`src/rtl/twd_cmul_pkg.sv`:
```
package twd_cmul_pkg;
   // lane index inside the rotation datapath
   typedef enum logic {
      LANE_RE = 1'b0,
      LANE_IM = 1'b1
   } cmul_lane_e;

   localparam int NUM_LANES = 2;
endpackage

```
`src/rtl/twd_cmul_lane.sv`:
```
// One output component: two registered products, then a combinational
// sum or difference with the twiddle fraction bits dropped (floor).
module twd_cmul_lane #(
   parameter int DATA_W = 12,
   parameter int TWID_W = 12,
   parameter bit SUBTRACT = 1'b0,
   localparam int PW = DATA_W + TWID_W,
   localparam int SW = PW + 1,
   localparam int SH = TWID_W - 1,
   localparam int RW = SW - SH
) (
   input  logic                     clk,
   input  logic                     rst_n,
   input  logic signed [DATA_W-1:0] x0,
   input  logic signed [TWID_W-1:0] y0,
   input  logic signed [DATA_W-1:0] x1,
   input  logic signed [TWID_W-1:0] y1,
   output logic signed [RW-1:0]     sum_floor
);
   logic signed [PW-1:0] prod0_q;
   logic signed [PW-1:0] prod1_q;
   logic signed [SW-1:0] sum_full;

   always_ff @(posedge clk or negedge rst_n) begin
      if (!rst_n) begin
         prod0_q <= '0;
         prod1_q <= '0;
      end else begin
         prod0_q <= PW'(x0) * PW'(y0);
         prod1_q <= PW'(x1) * PW'(y1);
      end
   end

   generate
      if (SUBTRACT) begin : g_diff
         always_comb sum_full = SW'(prod0_q) - SW'(prod1_q);
      end else begin : g_add
         always_comb sum_full = SW'(prod0_q) + SW'(prod1_q);
      end
   endgenerate

   // dropping the low bits of a two's complement value floors it
   assign sum_floor = sum_full[SW-1:SH];
endmodule

```
`src/rtl/twd_cmul_fit.sv`:
```
// Brings a widened component back into DATA_W bits by clipping or wrapping.
module twd_cmul_fit #(
   parameter int DATA_W = 12,
   parameter int IN_W = 14
) (
   input  logic signed [IN_W-1:0]   v,
   input  logic                     clip,
   output logic signed [DATA_W-1:0] y,
   output logic                     wrapped
);
   localparam logic signed [DATA_W-1:0] POS_MAX = {1'b0, {(DATA_W-1){1'b1}}};
   localparam logic signed [DATA_W-1:0] NEG_MIN = {1'b1, {(DATA_W-1){1'b0}}};

   logic [IN_W-DATA_W:0] top_bits;
   logic                 in_range;

   assign top_bits = v[IN_W-1:DATA_W-1];
   assign in_range = (&top_bits) | ~(|top_bits);

   always_comb begin
      y       = v[DATA_W-1:0];
      wrapped = 1'b0;
      if (!in_range) begin
         if (clip) y = v[IN_W-1] ? NEG_MIN : POS_MAX;
         else      wrapped = 1'b1;
      end
   end
endmodule

```
`src/rtl/twd_cmul.sv`:
```
module twd_cmul
   import twd_cmul_pkg::*;
#(
   parameter int DATA_W = 12,
   parameter int TWID_W = 12,
   localparam int PW = DATA_W + TWID_W,
   localparam int RW = PW + 1 - (TWID_W - 1)
) (
   input  logic              clk,
   input  logic              rst_n,
   input  logic              in_valid,
   input  logic [DATA_W-1:0] in_re,
   input  logic [DATA_W-1:0] in_im,
   input  logic [TWID_W-1:0] tw_re,
   input  logic [TWID_W-1:0] tw_im,
   input  logic              tw_unity,
   input  logic              sat_en,
   output logic              out_valid,
   output logic [DATA_W-1:0] out_re,
   output logic [DATA_W-1:0] out_im,
   output logic              out_ovf
);
   initial begin
      assert (DATA_W >= 4 && DATA_W <= 32) else $error("DATA_W out of range");
      assert (TWID_W >= 4 && TWID_W <= 32) else $error("TWID_W out of range");
   end

   // stage 1 side band: bypass sample and controls
   logic              vld_s1, unity_s1, sat_s1;
   logic [DATA_W-1:0] re_s1, im_s1;

   always_ff @(posedge clk or negedge rst_n) begin
      if (!rst_n) begin
         vld_s1   <= 1'b0;
         unity_s1 <= 1'b0;
         sat_s1   <= 1'b0;
         re_s1    <= '0;
         im_s1    <= '0;
      end else begin
         vld_s1   <= in_valid;
         unity_s1 <= tw_unity;
         sat_s1   <= sat_en;
         re_s1    <= in_re;
         im_s1    <= in_im;
      end
   end

   logic signed [DATA_W-1:0] fit_y   [NUM_LANES];
   logic                     fit_wrap[NUM_LANES];

   generate
      for (genvar g = 0; g < NUM_LANES; g++) begin : g_lane
         localparam bit IS_RE = (g == int'(LANE_RE));
         logic signed [RW-1:0] floor_v;

         twd_cmul_lane #(
            .DATA_W  (DATA_W),
            .TWID_W  (TWID_W),
            .SUBTRACT(IS_RE)
         ) u_lane (
            .clk      (clk),
            .rst_n    (rst_n),
            .x0       ($signed(in_re)),
            .y0       (IS_RE ? $signed(tw_re) : $signed(tw_im)),
            .x1       ($signed(in_im)),
            .y1       (IS_RE ? $signed(tw_im) : $signed(tw_re)),
            .sum_floor(floor_v)
         );

         twd_cmul_fit #(
            .DATA_W(DATA_W),
            .IN_W  (RW)
         ) u_fit (
            .v      (floor_v),
            .clip   (sat_s1),
            .y      (fit_y[g]),
            .wrapped(fit_wrap[g])
         );
      end
   endgenerate

   // stage 2: output register, unity selects the untouched sample
   always_ff @(posedge clk or negedge rst_n) begin
      if (!rst_n) begin
         out_valid <= 1'b0;
         out_re    <= '0;
         out_im    <= '0;
         out_ovf   <= 1'b0;
      end else begin
         out_valid <= vld_s1;
         if (unity_s1) begin
            out_re  <= re_s1;
            out_im  <= im_s1;
            out_ovf <= 1'b0;
         end else begin
            out_re  <= fit_y[int'(LANE_RE)];
            out_im  <= fit_y[int'(LANE_IM)];
            out_ovf <= vld_s1 & (fit_wrap[int'(LANE_RE)] | fit_wrap[int'(LANE_IM)]);
         end
      end
   end
endmodule

```
`config.mk`:
```
export PLATFORM = sky130hd
export DESIGN_NAME = twd_cmul
export DESIGN_NICKNAME = d
export VERILOG_FILES = /design/src/rtl/twd_cmul_pkg.sv /design/src/rtl/twd_cmul_lane.sv /design/src/rtl/twd_cmul_fit.sv /design/src/rtl/twd_cmul.sv
export SDC_FILE = /design/constraint.sdc
export NUM_CORES = 2
export LEC_CHECK = 0
export BUFFER_PORTS_ARGS = -buffer_cell sky130_fd_sc_hd__buf_2
export CAP_MARGIN = 0
export CORE_ASPECT_RATIO = 0.7
export CORE_MARGIN = 1.5
export CORE_UTILIZATION = 60
export CTS_CLUSTER_DIAMETER = 100
export DETAILED_ROUTE_END_ITERATION = 6
export PLACE_DENSITY = 0.77
export SYNTH_ARGS = -nofsm -noshare
export SYNTH_HDL_FRONTEND = slang
export SYNTH_SLANG_ARGS = --single-unit
```
`constraint.sdc`:
```
create_clock -name clk -period 4.35 [get_ports clk]
set_input_delay 0.435 -clock clk [delete_from_list [all_inputs] [get_ports clk]]
set_output_delay 0.435 -clock clk [all_outputs]
set_load 0.05 [all_outputs]
```
# Yosys cells after proc, flatten, opt, wreduce, memory -nomap -nowiden
# Index checks and enable logic that the tools add are counted.
dict set report totals {
  ff_bits 149
  inputBits 53
  out_inout_bits 26
  word_cells 41
}
dict set report classes {
  add_sub_neg 2
  n_mul 4
  mux 12
  bitwise 6
  n_reduce_logical 4
}
# cell count
set op_table {}
lappend op_table {{multiplier 12 x 12 -> 24 bit} 4}
lappend op_table {{2-to-1 mux 12 bit} 8}
lappend op_table {{adder 24 x 24 -> 25 bit} 1}
lappend op_table {{subtractor 24 x 24 -> 25 bit} 1}
lappend op_table {{AND reduction 3 bit} 2}
lappend op_table {{OR reduction 3 bit} 2}
lappend op_table {{2-to-1 mux 1 bit} 4}
lappend op_table {{bitwise OR 1 bit} 3}
lappend op_table {{NOT 1 bit} 2}
lappend op_table {{AND 1 bit} 1}

# Depth between registers and ports, before layout
dict set report depth {
  depth_word 8
  mapped_depth 23
  ltp_nobuf 22
}

# By module
# From an unflattened synthesis, not the netlist that was laid out.
dict set report unflattened {
  cells_unflattened 2955
  hier_area_um2 27751.6
}
# module n_inst cells_per_inst area_each_um2 seq_area_each_um2
set modules_own_cells {}
lappend modules_own_cells {{twd_cmul_lane (g_lane[0].u_lane)} 1 1400 12836.1 1201.2}
lappend modules_own_cells {{twd_cmul_lane (g_lane[1].u_lane)} 1 1389 12764.7 1201.2}
lappend modules_own_cells {twd_cmul 1 82 1730.4 1326.3}
lappend modules_own_cells {twd_cmul_fit 2 42 210.2 0.0}

# Worst setup path before layout
# Ideal clock, no wire load.
dict set report synth_path {
  path_kind {input to register}
  from {input tw_re[0]}
  to {register g_lane[1].u_lane.prod1_q[21]}
  setup_ps 122
  arrival_ps 5115
  required_ps 4228
  path_slack_ps -888
  stages 21
  n_path_buf 1
  cell_sequence {clkbuf_1 nand2_1 fa_1 inv_1 ha_1 fa_1 inv_1 fa_1 fa_1 inv_1 ha_1 nor2b_1 o21ai_0 a21boi_0 o21ai_0 a211oi_1 nor2_1 a2111o_1 and3_1 nor2b_1 xnor2_1}
}
dict set report synth_via {
  elab_chain_cells 1
}
# item line_no
set synth_rtl {}
lappend synth_rtl {{start: declaration} twd_cmul.sv:14} ;# input logic [TWID_W-1:0] tw_re,
lappend synth_rtl {{multiplier 12 x 12 -> 24 bit} twd_cmul_lane.sv:30} ;# prod1_q <= PW'(x1) * PW'(y1);
lappend synth_rtl {{end signal: assignment} twd_cmul_lane.sv:30}
lappend synth_rtl {{end: declaration} twd_cmul_lane.sv:21} ;# logic signed [PW-1:0] prod1_q;
# No other way between the ends.

# Final worst setup path
dict set report layout_path {
  from {input in_re[11]}
  to {register g_lane[1].u_lane.prod0_q[22]}
}
dict set report layout_via {
  elab_chain_cells 1
}
# item line_no
set layout_rtl {}
lappend layout_rtl {{start: declaration} twd_cmul.sv:12} ;# input logic [DATA_W-1:0] in_re,
lappend layout_rtl {{multiplier 12 x 12 -> 24 bit} twd_cmul_lane.sv:29} ;# prod0_q <= PW'(x0) * PW'(y0);
lappend layout_rtl {{end signal: assignment} twd_cmul_lane.sv:29}
lappend layout_rtl {{end: declaration} twd_cmul_lane.sv:20} ;# logic signed [PW-1:0] prod0_q;
# No other way between the ends.

==> key figures <==
Outcome
  – Run status: finished, violations left
  – Failing checks: DRC, hold timing, setup timing

Detailed routing
  – Average routed wire per standard cell: between 20 and 25 µm
  – Residual DRC count: 10
  – Final antenna-violating net count: 0
  – Detailed Route Iter0 Violations: 2772
  – Total iterations of the first detailed-routing run: 7
  – Final Routed Wirelength: 96100 µm
  – Avg Vias per Cell: 5.92
  – Total number of vias: 24100

Critical path
  – Crit-path max cell delay: 0.73 ns
  – Critical Path Sink Type: flip-flop
  – Cell with the largest stage delay on the worst path: sky130_fd_sc_hd__fa_1
  – Cell family with most CP delay: adder cells
  – Worst flop-to-flop path startpoint: g_lane[0].u_lane.prod1_q[5]$_DFF_PN0_
  – Register-to-Register Path Depth: 11
  – Peak fanout along the critical path: 5
  – Series of cell instances along the critical path: buf_4, buf_4, nand2_1, fa_1, inv_1, ha_1, inv_1, fa_1, inv_1, fa_1, inv_1, fa_1, inv_1, ha_4, and2_1, o21ai_2, o31ai_4, o41ai_2, buf_4, o211ai_1, o211ai_1, xnor2_1
  – Most common cell on crit path: sky130_fd_sc_hd__inv_1
  – Crit path buf inv count: 8
  – Critical Setup Path Class: in2reg
  – R2R Setup Slk: 0.28 ns
  – Endpoint required time on the critical path: 4.78 ns
  – Kind of start point of the critical path: input pin
  – Endpoint of the lowest-slack register-to-register path: out_re[4]$_DFF_PN0_
  – First element of the critical path: in_re[11]
  – Arrival time of data at the critical path endpoint: 5.76 ns

Die
  – # IOs: 79
  – Core ar.: 45100 µm²
  – Placement row count: between 60 and 70
  – Die Span Y: 182 µm
  – Total Die Area: 47000 µm²
  – Initial core utilization: 60.8%
  – Die Width: around 260 µm

Timing
  – Endpoints failing setup: between 40 and 50
  – Setup repair after global routing missed its margin: yes
  – Setup skew after layout: 0.0173 ns
  – Number of pins with negative max-slew slack in the final report: 0
  – Peak Freq: approximately 190 MHz
  – Worst hold slack: -0.0478 ns
  – Max transition margin: 21.8%
  – Setup tns final: -25.05 ns
  – Final critical-path share of the clock period: 123%
  – Post-layout minimum cycle time: 5.33 ns
  – Transition time of the tightest slew-check pin: 1.17 ns
  – Hold Vio Cnt, Final: 12
  – Final worst-path setup slack: -0.980 ns

Logic synthesis
  – EDFF count, synth: 0
  – Number of register bits inferred by synthesis: between 100 and 150
  – Top cells by area in the synthesized netlist: sky130_fd_sc_hd__fa_1, sky130_fd_sc_hd__dfrtp_1, sky130_fd_sc_hd__ha_1
  – Instance count of the mapped netlist: between 2000 and 3000
  – Sequential element share of the synthesized area: approximately 14%
  – Total number of yosys warnings: 0
  – Post-synth design cell area: ~27000 µm²
  – Main synth FF type: sky130_fd_sc_hd__dfrtp_1
  – Post-Synthesis Mean Instance Area: 9.39 µm²
  – Async SR Flop Fraction: 100%
  – Cell taking the most area after synthesis: sky130_fd_sc_hd__fa_1
  – Net count after synthesis: 3770
  – Number of distinct library cells after synthesis: 69
  – Top-area cell type share of the netlist area: 40.4%

CTS
  – Clock slew seen by the registers of the worst setup and hold paths: 0.07 ns
  – CTS tree: yes
  – Clock Tree Buf Depth: 2
  – Worst-Skew Late Latency: around 0.50 ns
  – Root buffer selected by CTS: sky130_fd_sc_hd__clkbuf_16
  – Number of buffers added by the clock tree synthesis step: 17
  – CTS H-Tree Depth: 4
  – TritonCTS Sinks: 149
  – Count of hold buffers inserted by post-cts repair: 0

GRT
  – Number of antenna violations at the first check in global routing: 1
  – Number of global-route vias before repair: 24700
  – Pin count of the biggest net entering global routing: 79
  – Overall routing resource usage: 36.8%
  – First-pass GRT wire length: 131000 µm
  – Overall overflow remaining after global route: 0

Run
  – Count of max-cap constraint violations: 0

Placement
  – # port buffers: around 80
  – Post-DP HPWL: 60900 µm
  – Gpl congestion: 0.964

Finish
  – Layout overhead on the synthesized area: 31.5%
  – Proportion of layout cells with a drive suffix above 1: roughly 29%
  – Most used cells in the layout excluding fill and tap cells: sky130_fd_sc_hd__inv_1, sky130_fd_sc_hd__fa_1, sky130_fd_sc_hd__buf_4
  – Most common cell after layout, fill and taps aside: sky130_fd_sc_hd__inv_1
  – Number of nets at the end of the flow: around 4300

Worst hold path
  – Class of the tightest hold or removal check: in2async
[synth_stat cells, types with 23 or more instances]
master / n
sky130_fd_sc_hd__a21oi_1: 58
sky130_fd_sc_hd__and2_1: 174
sky130_fd_sc_hd__clkbuf_1: 100
sky130_fd_sc_hd__dfrtp_1: 149
sky130_fd_sc_hd__fa_1: 552
sky130_fd_sc_hd__ha_1: 250
sky130_fd_sc_hd__inv_1: 722
sky130_fd_sc_hd__nand2_1: 403
sky130_fd_sc_hd__nor2_1: 93
sky130_fd_sc_hd__nor3_1: 23
sky130_fd_sc_hd__o21ai_0: 37
sky130_fd_sc_hd__xnor2_1: 94
[flip-flops by register name (all words and copies together) (netlist names)]
| signal | flops |
|---|---|
| g_lane.u_lane.prod0_q | 48 |
| g_lane.u_lane.prod1_q | 48 |
| im_s1 | 12 |
| out_im | 12 |
| out_ovf | 1 |
| out_re | 12 |
| out_valid | 1 |
| re_s1 | 12 |
| sat_s1 | 1 |
| unity_s1 | 1 |
| vld_s1 | 1 |
[what timing repair did]
item / CTS / global route
setup buffers: 83 / 85
cloned: 7 / 4
hold endpoints to repair: 0 / 0
gates resized for setup: 306 / 212
endpoints found under the setup margin: 48 / 50
pin swaps: 130 / 165
[per-layer routing]
metal / GRT usage (%) / vias up / part of all wire, %
met4: 17.2 / 0 / 7.6
met1: 48.2 / 11900 / 35
met5: 0 / - / 0
met3: 11.5 / 593 / 13
li1: - / 9761 / -
met2: 56.1 / 1844 / 44
[worst reg2reg max path: cells and delay by family, from the launching register on]
family / cells / cell delay [ns]
buffers and inverters: 1 / 0.05
adder cells (fa/ha/maj): 1 / 0.31
AO/OA/AOI/OAI: 8 / 2.68
flip-flops: 1 / 0.36
AND/OR/NAND/NOR: 1 / 0.50
[stage by stage]
step | worst slack [ns] | std cells | util, % | area, µm²
CTS | -0.613 | 3993 | 76.4 | 34400
detailed placement | -1.46 | 3874 | 70.4 | 31700
floorplan | -0.624 | 2915 | - | 28500
global route | -0.999 | 4071 | 79.9 | 36000
finish | -0.980 | 4073 | 79.9 | 36000
global placement | -1.35 | 3874 | 70.4 | 31700
[logic make-up after synthesis]
group | count (synthesis) | synth area share (%)
buf+inv | 831 | 11.5
compound gates | 218 | 5.87
flops | 149 | 13.6
xor+xnor | 108 | 3.45
fa+ha+maj | 803 | 51.8
simple gates | 806 | 13.8
[final cells by class]
cell class,count,area (µm²)
Tap cell,603,754
Inverter,724,2730
Timing Repair Buffer,628,5960
Fill cell,2357,9040
Antenna cell,2,5.00
Sequential cell,149,3730
Clock inverter,15,170
Multi-Input combinational cell,1935,22200
Clock buffer,17,425
[worst max path at each step]
| stage | end | slack [ns] | cells after the start |
|---|---|---|---|
| after floorplan | g_lane[1].u_lane.prod1_q[22]$_DFF_PN0_ | -0.62 | 19 |
| after global placement | g_lane[1].u_lane.prod1_q[22]$_DFF_PN0_ | -1.35 | 22 |
| after detailed placement | g_lane[1].u_lane.prod1_q[22]$_DFF_PN0_ | -1.46 | 22 |
| after CTS | g_lane[1].u_lane.prod1_q[22]$_DFF_PN0_ | -0.61 | 22 |
| after global routing | g_lane[0].u_lane.prod1_q[23]$_DFF_PN0_ | -1.0 | 23 |
| final | g_lane[1].u_lane.prod0_q[22]$_DFF_PN0_ | -0.98 | 22 |
Power is left out: the tool's default activity adds up to more than one toggle a clock period on the data nets, which glitch-free logic cannot reach.
